<file path="src/rtl/xmem_pkg.sv">
package xmem_pkg;

  localparam int FIELD_W = 3;

  localparam logic [1:0] KIND_FETCH = 2'b00;
  localparam logic [1:0] KIND_DREAD = 2'b01;

  typedef enum logic [2:0] {
    PH_IDLE = 3'd0,
    PH_ADDR = 3'd1,
    PH_HOLD = 3'd2,
    PH_STRB = 3'd3,
    PH_TAIL = 3'd4
  } phase_t;

  // Number of enabled lines for a configuration field code.
  function automatic logic [FIELD_W-1:0] field_count(input logic [FIELD_W-1:0] code);
    return code[FIELD_W-1] ? ({1'b0, code[FIELD_W-2:0]} + 3'd1) : 3'd0;
  endfunction

endpackage

</file>
<file path="src/rtl/xmem_field_decode.sv">
module xmem_field_decode
  import xmem_pkg::*;
#(
  parameter int LINES = 4
) (
  input  logic [FIELD_W-1:0] code,
  output logic [LINES-1:0]   mask
);

  logic [FIELD_W-1:0] count;

  assign count = field_count(code);

  for (genvar i = 0; i < LINES; i++) begin : g_mask
    assign mask[i] = (FIELD_W'(i) < count);
  end

endmodule

</file>
<file path="src/rtl/xmem_select.sv">
module xmem_select #(
  parameter int ADDR_W = 22,
  parameter int BASE   = 16,
  parameter int LINES  = 4,
  parameter int CNT_W  = 3
) (
  input  logic [ADDR_W-1:0] addr,
  input  logic [CNT_W-1:0]  ucount,
  input  logic [LINES-1:0]  pmask,
  input  logic [LINES-1:0]  dmask,
  input  logic              active,
  input  logic              fetch,
  output logic [LINES-1:0]  psel,
  output logic [LINES-1:0]  dsel
);

  localparam int IDX_W = (LINES > 1) ? $clog2(LINES) : 1;

  logic [ADDR_W-1:0] shifted;
  logic [IDX_W-1:0]  idx;

  always_comb begin
    shifted = addr >> (BASE + int'(ucount));
    idx     = shifted[IDX_W-1:0];
  end

  for (genvar i = 0; i < LINES; i++) begin : g_sel
    assign psel[i] = active &&  fetch && pmask[i] && (idx == IDX_W'(i));
    assign dsel[i] = active && !fetch && dmask[i] && (idx == IDX_W'(i));
  end

endmodule

</file>
<file path="src/rtl/xmem_cycle_fsm.sv">
module xmem_cycle_fsm
  import xmem_pkg::*;
#(
  parameter int STB_CYCLES = 2
) (
  input  logic   clk,
  input  logic   rst,
  input  logic   start,
  output phase_t phase_q,
  output phase_t phase_nxt,
  output logic   accept,
  output logic   strobe_last
);

  localparam int CW = (STB_CYCLES > 1) ? $clog2(STB_CYCLES) : 1;
  localparam logic [CW-1:0] LAST = CW'(STB_CYCLES - 1);

  logic [CW-1:0] cnt_q;

  assign strobe_last = (phase_q == PH_STRB) && (cnt_q == LAST);

  always_comb begin
    phase_nxt = phase_q;
    accept    = 1'b0;
    unique case (phase_q)
      PH_IDLE: if (start) begin
        phase_nxt = PH_ADDR;
        accept    = 1'b1;
      end
      PH_ADDR: phase_nxt = PH_HOLD;
      PH_HOLD: phase_nxt = PH_STRB;
      PH_STRB: if (strobe_last) phase_nxt = PH_TAIL;
      PH_TAIL: phase_nxt = PH_IDLE;
      default: phase_nxt = PH_IDLE;
    endcase
  end

  always_ff @(posedge clk) begin
    if (rst) begin
      phase_q <= PH_IDLE;
      cnt_q   <= '0;
    end else begin
      phase_q <= phase_nxt;
      cnt_q   <= (phase_q == PH_STRB && !strobe_last) ? cnt_q + 1'b1 : '0;
    end
  end

endmodule

</file>
<file path="src/rtl/xmem_bus_ctrl.sv">
module xmem_bus_ctrl
  import xmem_pkg::*;
#(
  parameter int ADDR_W     = 22,
  parameter int DATA_W     = 8,
  parameter int UP_LINES   = 4,
  parameter int STB_CYCLES = 2
) (
  input  logic                clk,
  input  logic                rst,
  input  logic                cfg_we,
  input  logic [2:0]          cfg_upper,
  input  logic [2:0]          cfg_pgm,
  input  logic [2:0]          cfg_dat,
  input  logic                demux_mode,
  input  logic                start,
  input  logic [1:0]          kind,
  input  logic [ADDR_W-1:0]   addr,
  input  logic [DATA_W-1:0]   wdata,
  output logic                busy,
  output logic                done,
  output logic [DATA_W-1:0]   rdata,
  input  logic [DATA_W-1:0]   io_lo,
  input  logic [UP_LINES-1:0] io_upper,
  input  logic [UP_LINES-1:0] io_ce,
  input  logic [UP_LINES-1:0] io_pce,
  output logic [DATA_W-1:0]   pin_ahi,
  output logic [DATA_W-1:0]   pin_alo,
  output logic [UP_LINES-1:0] pin_upper,
  output logic [UP_LINES-1:0] pin_ce_n,
  output logic [UP_LINES-1:0] pin_pce_n,
  output logic [DATA_W-1:0]   dq_out,
  output logic                dq_oe,
  input  logic [DATA_W-1:0]   dq_in,
  output logic                ale,
  output logic                psen_n,
  output logic                rd_n,
  output logic                wr_n
);

  localparam int HI_BASE = 2 * DATA_W;
  localparam logic [FIELD_W-1:0] CFG_RESET = 3'b111;

  // Sequencer
  phase_t phase_q, phase_nxt;
  logic   accept, strobe_last;

  xmem_cycle_fsm #(.STB_CYCLES(STB_CYCLES)) u_fsm (
    .clk        (clk),
    .rst        (rst),
    .start      (start),
    .phase_q    (phase_q),
    .phase_nxt  (phase_nxt),
    .accept     (accept),
    .strobe_last(strobe_last)
  );

  // Configuration and request registers, with their next values
  logic [FIELD_W-1:0] cfg_u_q, cfg_p_q, cfg_d_q;
  logic [FIELD_W-1:0] cfg_u_n, cfg_p_n, cfg_d_n;
  logic               cfg_take;
  logic [1:0]         kind_q, kind_n;
  logic [ADDR_W-1:0]  addr_q, addr_n;
  logic [DATA_W-1:0]  wdata_q, wdata_n;
  logic               demux_q, demux_n;

  assign cfg_take = cfg_we && (phase_q == PH_IDLE);
  assign cfg_u_n  = cfg_take ? cfg_upper : cfg_u_q;
  assign cfg_p_n  = cfg_take ? cfg_pgm   : cfg_p_q;
  assign cfg_d_n  = cfg_take ? cfg_dat   : cfg_d_q;
  assign kind_n   = accept ? kind       : kind_q;
  assign addr_n   = accept ? addr       : addr_q;
  assign wdata_n  = accept ? wdata      : wdata_q;
  assign demux_n  = accept ? demux_mode : demux_q;

  // Field decode
  logic [UP_LINES-1:0] umask, pmask, dmask;
  logic [FIELD_W-1:0]  ucount;

  xmem_field_decode #(.LINES(UP_LINES)) u_dec_up  (.code(cfg_u_n), .mask(umask));
  xmem_field_decode #(.LINES(UP_LINES)) u_dec_pgm (.code(cfg_p_n), .mask(pmask));
  xmem_field_decode #(.LINES(UP_LINES)) u_dec_dat (.code(cfg_d_n), .mask(dmask));

  assign ucount = FIELD_W'($countones(umask));

  // Phase qualifiers for the next cycle
  logic active_n, fetch_n, write_n, strb_n, aphase_n, dphase_n;

  assign active_n = (phase_nxt != PH_IDLE);
  assign fetch_n  = (kind_n == KIND_FETCH);
  assign write_n  = kind_n[1];
  assign strb_n   = (phase_nxt == PH_STRB);
  assign aphase_n = (phase_nxt == PH_ADDR) || (phase_nxt == PH_HOLD);
  assign dphase_n = strb_n || (phase_nxt == PH_TAIL);

  // Device selects
  logic [UP_LINES-1:0] psel, dsel;

  xmem_select #(
    .ADDR_W(ADDR_W),
    .BASE  (HI_BASE),
    .LINES (UP_LINES),
    .CNT_W (FIELD_W)
  ) u_sel (
    .addr  (addr_n),
    .ucount(ucount),
    .pmask (pmask),
    .dmask (dmask),
    .active(active_n),
    .fetch (fetch_n),
    .psel  (psel),
    .dsel  (dsel)
  );

  // Pin values for the next cycle
  logic [UP_LINES-1:0] up_nv, ce_nv, pce_nv;
  logic [DATA_W-1:0]   alo_nv, dq_nv;
  logic                oe_nv;

  for (genvar i = 0; i < UP_LINES; i++) begin : g_pin
    assign up_nv[i]  = umask[i] ? addr_n[HI_BASE + i] : io_upper[i];
    assign ce_nv[i]  = pmask[i] ? !psel[i] : io_ce[i];
    assign pce_nv[i] = dmask[i] ? !dsel[i] : io_pce[i];
  end

  assign alo_nv = demux_n ? addr_n[DATA_W-1:0] : io_lo;

  always_comb begin
    oe_nv = 1'b0;
    dq_nv = '0;
    if (!demux_n) begin
      if (aphase_n) begin
        oe_nv = 1'b1;
        dq_nv = addr_n[DATA_W-1:0];
      end else if (dphase_n && write_n) begin
        oe_nv = 1'b1;
        dq_nv = wdata_n;
      end
    end else if (active_n && write_n) begin
      oe_nv = 1'b1;
      dq_nv = wdata_n;
    end
  end

  // Registered state and outputs
  always_ff @(posedge clk) begin
    if (rst) begin
      cfg_u_q   <= CFG_RESET;
      cfg_p_q   <= CFG_RESET;
      cfg_d_q   <= CFG_RESET;
      kind_q    <= KIND_FETCH;
      addr_q    <= '0;
      wdata_q   <= '0;
      demux_q   <= 1'b0;
      busy      <= 1'b0;
      done      <= 1'b0;
      rdata     <= '0;
      pin_ahi   <= '0;
      pin_alo   <= '0;
      pin_upper <= '0;
      pin_ce_n  <= '1;
      pin_pce_n <= '1;
      dq_out    <= '0;
      dq_oe     <= 1'b0;
      ale       <= 1'b0;
      psen_n    <= 1'b1;
      rd_n      <= 1'b1;
      wr_n      <= 1'b1;
    end else begin
      cfg_u_q   <= cfg_u_n;
      cfg_p_q   <= cfg_p_n;
      cfg_d_q   <= cfg_d_n;
      kind_q    <= kind_n;
      addr_q    <= addr_n;
      wdata_q   <= wdata_n;
      demux_q   <= demux_n;
      busy      <= active_n;
      done      <= strobe_last;
      if (strobe_last && !kind_q[1]) rdata <= dq_in;
      pin_ahi   <= addr_n[HI_BASE-1:DATA_W];
      pin_alo   <= alo_nv;
      pin_upper <= up_nv;
      pin_ce_n  <= ce_nv;
      pin_pce_n <= pce_nv;
      dq_out    <= dq_nv;
      dq_oe     <= oe_nv;
      ale       <= (phase_nxt == PH_ADDR);
      psen_n    <= !(strb_n && fetch_n);
      rd_n      <= !(strb_n && (kind_n == KIND_DREAD));
      wr_n      <= !(strb_n && write_n);
    end
  end

endmodule

</file>
<file path="config.mk">
export PLATFORM = sky130hd
export DESIGN_NAME = xmem_bus_ctrl
export DESIGN_NICKNAME = d
export VERILOG_FILES = /design/src/rtl/xmem_pkg.sv /design/src/rtl/xmem_field_decode.sv /design/src/rtl/xmem_select.sv /design/src/rtl/xmem_cycle_fsm.sv /design/src/rtl/xmem_bus_ctrl.sv
export SDC_FILE = /design/constraint.sdc
export NUM_CORES = 1
export LEC_CHECK = 0
export BUFFER_PORTS_ARGS = -buffer_cell sky130_fd_sc_hd__buf_2
export CAP_MARGIN = 5
export CORE_MARGIN = 1
export CORE_UTILIZATION = 54
export DETAILED_ROUTE_END_ITERATION = 6
export GPL_ROUTABILITY_DRIVEN = 0
export HOLD_SLACK_MARGIN = 0.02
export PLACE_DENSITY = 0.87
export SYNTH_ARGS = -nofsm -noshare
export SYNTH_HDL_FRONTEND = slang
export SYNTH_SLANG_ARGS = --single-unit
</file>
<file path="constraint.sdc">
create_clock -name clk -period 6.7 [get_ports clk]
set_clock_uncertainty 0.1 [all_clocks]
set_input_delay 1.005 -clock clk [delete_from_list [all_inputs] [get_ports clk]]
set_output_delay 1.005 -clock clk [all_outputs]
set_load 0.01 [all_outputs]
</file>
==> flow_summary_export.csv <==
group,metric,value,unit
critical_path,critical-path-top-delay-family,"simple AND/OR/NAND/NOR gates",
cts,cts.sinks,89,
drt,drt_iter0_markers,213,
sta,finalSetupTns,0,ns
synth,synth_area_leaders,"dfxtp_1 47%, mux2i_1 12%, nor2_1 6.7%",
grt,grt_pass1_vias,3185,
power,pwr-share-seq,45.3,%
synth,synth_area_per_cell,8.95,sq um
synth,ys_seq_elements,89,
power,power.density,280,mW/mm^2
critical_path,ff2ff_setup_slack,3.21,ns
critical_path,start_kind,"input pin",
die,io_pins,125,
grt,grt_max_degree,79,
worst_hold_path,min_to,"pin_ahi[6]",
power,p_clk_share,33.7,%
placed_design,post_dp_cell_area,0.00442,sq mm
sta,rsz0062_at_grt,"false",
grt,grt.overflow.total,0,
worst_hold_path,min_from,"pin_ahi[6]",
critical_path,crit_buf_inv,1,
synth,synth_edf_count,0,
power,p_sw,0.000372,W
layout,drive_gt1_share,30.1,%
drt,dr_total_vias,3402,
worst_hold_path,hold_depth,2,
power,power.leakage,2.11,nW
drt,route.met2.wl,4300,um
sta,whs,0.359,ns
drt,wl_per_cell,14.1,um
power,switching_share,28.5,%
critical_path,endpoint_kind,"register",
layout,layout.nets,610,
drt,wl_met1,3720,um
die,initial_core_util,56.1,%
synth,syn_inst,426,
layout,n_antenna_cell,0,
sta,setup_ws,3.06,ns
cts,cts.path.max_buffers,2,
critical_path,critPathMaxFanout,15,
die,fp-row-count,30,
critical_path,cp.arrival,3.73,ns
placed_design,numPortBuffers,124,
critical_path,slowest_delay,0.84,ns
sta,max_slew_margin,28.9,%
layout,area_growth,22.3,%
critical_path,critPathRequiredTime,6.79,ns
outcome,status,"completed",
critical_path,worstReg2RegEnd,"pin_pce_n[2]",
placed_design,dp_hpwl,6040,um
grt,grt_use_total,24.4,%
synth,synthFlopType,"dfxtp_1",
worst_hold_path,hold_class,"register to register",
synth,synth_top_area_cell,"dfxtp_1",
layout,mostFrequentLayoutCell,"buf_2",
synth,synthesis.area,0.00381,sq mm
drt,wl,8970,um
cts,ctsHoldBuffers,0,
cts,clkTransAtPathRegs,0.09,ns
drt,met3WireLength,549,um
synth,ys_types,45,
synth,ys_async_sr_fraction,0,%
cts,cts_tree,"yes",
critical_path,cp_slowest_cell,"nor4b_4",
drt,vias_per_cell,5.36,
cts,cts_repair_resize_count,0,
sta,fin_crit_sh,54.3,%
die,die_area,0.00740,sq mm
cts,htreeDepth,3,
cts,cts_buffers,9,
die,die_x,86.0,um
critical_path,reg2reg_depth,5,
sta,period_needed,3.64,ns
layout,finish.instance_area,0.00467,sq mm
synth,synth_nets,502,
critical_path,cp_cell_sequence,"buf_2, nor4b_4, mux2i_1, nor3_2, o31ai_2, a41oi_1",
placed_design,place_ws,2.89,ns
cts,post_cts_buffers,0,
power,vdd.ir_drop.worst,0.000154,V
layout,final_cells,635,
synth,seq_area_frac_synth,46.7,%
cts,cts_root_buf,"clkbuf_8",
critical_path,r2r-start,"u_fsm.phase_q[2]",
layout,final_cell_mix,"124 x buf_2, 89 x dfxtp_1, 68 x nor2_1",
die,die_h,86.0,um
synth,synth_top_cell_area_share,46.7,%
die,coreArea,0.00679,sq mm
grt,grt_first_pass_wirelength,14100,um
drt,ant_nets,0,
sta,tightest_slew,1.06,ns
sta,setup_viol,0,
sta,fmax,0.275,GHz
drt,route.detailed.drc,0,
power,p_int,0.000933,W
placed_design,dp.cells,619,
drt,firstDrtPassIters,5,
grt,antenna_found_initial,0,
critical_path,crit_type,"input pin to register",
drt,top_layer,"met4",
synth,synth_warnings,0,
sta,maxSlewViolCount,0,
cts,clock_latency,0.35,ns
power,power_frac_comb,21.0,%
job,cap_violations,0,
sta,hold_viol,0,
[layer usage]
layer | global-route usage, % | vias up
met5 | 0 | -
li1 | - | 1660
met2 | 40.4 | 148
met4 | 15.9 | 0
met1 | 28.9 | 1558
met3 | 4.62 | 36
[worst min-delay path: stages (launching register included)]
cell and delay (ns):
dfxtp_1 0.32, nand2_1 0.05, a21oi_1 0.05
[how the worst max path moves through the flow]
stage	slack, ns	cells after the start	to	startpoint
after floorplan	3.76	8	pin_pce_n[0]	cfg_we
after global placement	3.02	6	pin_pce_n[2]	cfg_we
after detailed placement	2.89	6	pin_pce_n[2]	cfg_we
after CTS	3.15	6	pin_pce_n[2]	cfg_we
after global routing	2.89	6	pin_pce_n[2]	cfg_we
final	3.06	6	pin_pce_n[2]	cfg_we
[final cells by class]
cell class	count	area, sq um
repair buffers	128	651
fillers	536	2130
flip-flops and latches	89	1780
inverters	7	26.3
clock buffers	9	124
clock inverters	7	118
well taps	96	120
multi-input cells	299	1850
[Yosys cell counts (3+ instances only)]
cell type  number
clkbuf_1       14
inv_1           7
nand3_1        15
buf_1           3
or3_1           4
mux2_2          6
nand2b_1       12
dfxtp_1        89
a31oi_1         4
o21ai_0        12
buf_4          10
nand2_1        47
nor3_1         14
nor3b_1         5
nor2_1         68
buf_2           3
a211oi_1        3
nor2b_1         9
a21oi_1        21
mux2i_1        47
[state kept, by name, indices dropped and copies added (netlist names), 2 cells and up]
signal         flops
addr_q            15
dq_out             8
pin_alo            8
rdata              8
wdata_q            8
pin_ahi            7
pin_ce_n           4
pin_pce_n          4
pin_upper          4
cfg_d_q            3
cfg_p_q            3
cfg_u_q            3
u_fsm.phase_q      3
kind_q             2
[power groups by stage]
stage	clock network (W)	logic [W]	registers (W)
final	0.000440	0.000274	0.000591
after global routing	0.000467	0.000300	0.000595
after CTS	0.000446	0.000272	0.000591
after detailed placement	0	0.000267	0.000602
after global placement	0	0.000260	0.000600
after floorplan	0	0.000183	0.000607
[stage by stage]
stage | total power (W) | utilization [%]
after floorplan | 0.000790 | -
after global placement | 0.000860 | 65.1
after detailed placement | 0.000870 | 65.1
after CTS | 0.00131 | 68.7
after global routing | 0.00136 | 68.7
final | 0.00130 | 68.7
[cell families after synthesis]
| kind of cell | synth area share (%) |
|---|---|
| adder cells (fa/ha/maj) | 0.656 |
| AND/OR/NAND/NOR | 24.2 |
| flip-flops | 46.7 |
| buffers and inverters | 5.02 |
| multiplexers | 14.1 |
| AO/OA/AOI/OAI | 9.32 |
(Power assumes the default switching activity.)
